<file path="config.mk">
export PLATFORM = sky130hd
export DESIGN_NAME = call_ctrl
export DESIGN_NICKNAME = d
export VERILOG_FILES = /design/src/rtl/call_ctrl.sv
export SDC_FILE = /design/constraint.sdc
export NUM_CORES = 1
export LEC_CHECK = 0
export BUFFER_PORTS_ARGS = -buffer_cell sky130_fd_sc_hd__buf_2
export CAP_MARGIN = 15
export CORE_ASPECT_RATIO = 0.6
export CORE_MARGIN = 3
export CORE_UTILIZATION = 25
export DETAILED_ROUTE_END_ITERATION = 10
export PLACE_DENSITY_LB_ADDON = 0.08
export REMOVE_ABC_BUFFERS = 1
export SKIP_LAST_GASP = 1
export SYNTH_ARGS = -nofsm -noshare
export SYNTH_HDL_FRONTEND = slang
export SYNTH_SLANG_ARGS = --single-unit
</file>
<file path="constraint.sdc">
create_clock -name clk -period 2.2 [get_ports clk]
set_input_delay 0.66 -clock clk [delete_from_list [all_inputs] [get_ports clk]]
set_output_delay 0.66 -clock clk [all_outputs]
set_load 0.02 [all_outputs]
</file>
<file path="src/rtl/call_ctrl.sv">
module call_ctrl #(
  parameter int unsigned RING_TICKS = 2000000000
) (
  input  logic       clk,
  input  logic       rst_n,
  input  logic       off_hook,
  input  logic       on_hook,
  input  logic       dial_digit,
  input  logic       last_digit,
  input  logic       call_alert,
  output logic [1:0] call_state,
  output logic       dial_tone,
  output logic       ringer,
  output logic       unexpected_evt
);
  localparam int TW = $clog2(RING_TICKS + 1);

  typedef enum logic [1:0] {ST_IDLE = 2'd0, ST_DIAL = 2'd1, ST_RING = 2'd2, ST_TALK = 2'd3} st_t;

  st_t           st, st_nx;
  logic [TW-1:0] tmr, tmr_nx;
  logic          bad_nx, bad_q;

  wire expired = (st == ST_RING) && (tmr == '0);

  always_comb begin
    st_nx  = st;
    tmr_nx = (tmr != '0) ? tmr - 1'b1 : tmr;
    bad_nx = 1'b0;
    if (on_hook) begin
      if (st == ST_DIAL || st == ST_TALK) st_nx = ST_IDLE;
      else bad_nx = 1'b1;
    end else if (off_hook) begin
      if (st == ST_IDLE) st_nx = ST_DIAL;
      else if (st == ST_RING) begin
        st_nx  = ST_TALK;
        tmr_nx = '0;
      end else bad_nx = 1'b1;
    end else if (call_alert) begin
      if (st == ST_IDLE) begin
        st_nx  = ST_RING;
        tmr_nx = TW'(RING_TICKS);
      end else bad_nx = 1'b1;
    end else if (dial_digit) begin
      if (st == ST_DIAL) begin
        if (last_digit) st_nx = ST_TALK;
      end else bad_nx = 1'b1;
    end else if (expired) begin
      st_nx = ST_IDLE;
    end
  end

  always_ff @(posedge clk or negedge rst_n) begin
    if (!rst_n) begin
      st    <= ST_IDLE;
      tmr   <= '0;
      bad_q <= 1'b0;
    end else begin
      st    <= st_nx;
      tmr   <= tmr_nx;
      bad_q <= bad_nx;
    end
  end

  assign call_state     = st;
  assign dial_tone      = (st == ST_DIAL);
  assign ringer         = (st == ST_RING);
  assign unexpected_evt = bad_q;


  hangup_chk: assert property (@(posedge clk) disable iff (!rst_n)
    (on_hook && (st == ST_DIAL || st == ST_TALK)) |=> (st == ST_IDLE));


  answer_chk: assert property (@(posedge clk) disable iff (!rst_n)
    (!on_hook && off_hook && st == ST_RING) |=> (st == ST_TALK && tmr == '0 && !ringer));


  alert_load_chk: assert property (@(posedge clk) disable iff (!rst_n)
    (!on_hook && !off_hook && call_alert && st == ST_IDLE) |=> (st == ST_RING && tmr == TW'(RING_TICKS)));


  unexp_hold_chk: assert property (@(posedge clk) disable iff (!rst_n)
    unexpected_evt |-> (st == $past(st)));


  timer_idle_chk: assert property (@(posedge clk) disable iff (!rst_n)
    (st != ST_RING) |-> (tmr == '0));
endmodule

</file>
==> reports/metrics.cfg <==
[sta]
tightest_slew_ns=0.495
rsz0062_at_grt=yes
fmax_ghz=0.452
setup_viol=3
slew-limit-headroom=0.668
finalHoldViolCount=0
slew_violations=0
finalWorstSetupSlack_ns=-0.0143
period_needed_ns=2.21
finalCritPeriodShare=1.01
fin_tns_setup_ns=-0.0350
clock_skew_ns=0.00159

[clocking]
clk_latency_ns=0.28
cts_tree=done
clk_pin_slew_ns=0.05
numCtsBuffers=5
cts_sinks=34
cts-root-buf=clkbuf_16
cts_max_level=2
cts_buffer_depth=2
ctsHoldBuffers=0

[die]
core_area_um2=7390
pin_count=12
die_w_um=120
initial_core_util=0.263
row_count=24
dieArea_um2=8900
die-height_um=74.3

[synth]
ys_ff_latch=34
ys_seq_area_frac=0.438
async_flop_share=1.00
synth_cell_types=40
yosysWarnings=0
synth_largest_area_cell=dfrtp_1
syn_area_um2=1940
synth_edf_count=0
syn_inst=207
synthTopCellsByCount=dfrtp_1, nor2_1, nor3_1
yosysMostFrequentCell=dfrtp_1
synth.top_cell.area_share=0.438
synth.avg_cell_area_um2=9.38
synth_area_leaders=dfrtp_1, xnor2_1, nor3_1
ys.flop_type=dfrtp_1

[worst_setup_path]
rr_endpoint=tmr[29]
r2r_cells=8
worstPathMaxFanout=5
startpoint_type=flop
required_ns=2.36
end_kind=flop
path_class=flop to flop
worstPathArrival_ns=2.37
r2r_start=tmr[4]
ff2ff_setup_slack_ns=-0.01

[power]
peakVddDrop_mv=0.490
power_leakage_nw=1.15
power_density_nw_per_um2=1350

[cells_and_area]
area_growth_syn_to_layout_pct=43.2
num_antenna_cells=0
drive_above_1_share=0.364
finalNonFillerCells=373
fill_cells=778
layout.nets=278

[placement]
place_congestion=0.774
post-dp-hpwl_um=4170
placed_cells=362
port_buffers=11

[detailed_routing]
wl_per_cell_um=14.9
drt_wl_total_um=5560
drtIter0Drc=89
num_vias=1708
routed_via_density=4.58
drcViolationCount=0
ant_nets=0
drt_pass1_iterations=4

[global_route]
grt_pass1_vias=1672
grt_overflow=0
grt_use_total=0.135
antenna_found_initial=0
grt_start_max_net_pins=18
grt_pass1_wl_um=9180

[run_status]
violations=negative setup slack
run_status=complete, but fails checks

[run]
maxCapViolCount=0

[worst_hold_path]
hp-class=input port to asynchronous set/reset pin

-- critical path, cell delays in order (launching register included) --
cell	delay (ns)
dfrtp_1	0.38
or4_4	0.60
buf_6	0.15
nor3_4	0.19
nand4_1	0.21
buf_4	0.22
nor4_4	0.13
xnor2_1	0.15
o21ai_1	0.07
-- registers in the layout, indices dropped and copies added (netlist names) --
| signal | flops |
|---|---|
| call_state | 2 |
| tmr | 31 |
| unexpected_evt | 1 |
-- cells in the final DEF (no fill, tap or decap), drive strengths merged, types with 4 or more instances in the layout --
cell type	count
a21oi	9
buf	60
clkbuf	7
dfrtp	34
inv	4
nand2	11
nor2	27
nor3	25
nor4	10
o21ai	18
or3	7
xnor2	20
-- layout make-up --
| type | instances | area [um^2] | area share |
|---|---|---|---|
| multi-input combinational | 164 | 1190 | 0.428 |
| sequential | 34 | 851 | 0.306 |
| timing repair buffer | 60 | 463 | 0.167 |
| clock buffer | 7 | 133 | 0.0477 |
| tap | 104 | 130 | 0.0468 |
| inverter | 4 | 15.0 | 0.00540 |
-- per-layer routing --
layer / wire [um] / global-route usage
met1: 3330 / 0.222
met2: 2050 / 0.168
met3: 107 / 0.0319
met4: 66 / 0.0381
met5: 0 / 0
-- metrics by stage --
stage	setup WS, ns	hold slack (ns)	power [W]	cell area, um^2	util
2_1_floorplan	-0.0524	0.364	0.00209	1920	-
3_3_place_gp	-0.109	0.560	0.00288	2460	0.332
3_5_place_dp	-0.141	0.564	0.00285	2460	0.332
4_1_cts	-0.0453	0.324	0.00360	2650	0.358
5_1_grt	-0.174	0.335	0.00404	2780	0.376
6_report	-0.0143	0.305	0.00376	2780	0.376
-- how the worst max path moves through the flow --
stage / from / endpoint / slack (ns)
6_report: tmr[4] / tmr[29] / -0.01
3_3_place_gp: tmr[7] / tmr[28] / -0.11
5_1_grt: tmr[1] / tmr[28] / -0.17
4_1_cts: tmr[0] / tmr[30] / -0.05
2_1_floorplan: tmr[0] / tmr[20] / -0.05
3_5_place_dp: tmr[7] / tmr[30] / -0.14
-- cell families after synthesis --
kind of cell    count (synthesis)  share of synthesized area
compound gates                 34                     0.0999
fa+ha+maj                       2                     0.0129
xor+xnor                       23                      0.104
simple gates                  105                      0.327
flops                          34                      0.438
buf+inv                         9                     0.0187
-- what timing repair did --
| item | in CTS | in global routing |
|---|---|---|
| resized for setup | 7 | 26 |
| setup buffers | 1 | 4 |
| endpoints found under the hold margin | 0 | 0 |
| setup endpoints to repair | 24 | 27 |
| pin swaps | 5 | 20 |
-- power by group --
part           internal, W  switching [W]
Combinational     0.000942       0.000989
Clock             0.000414       0.000248
Sequential        0.000884       0.000285
Total              0.00224        0.00152
Power figures use the tool's default switching activity.
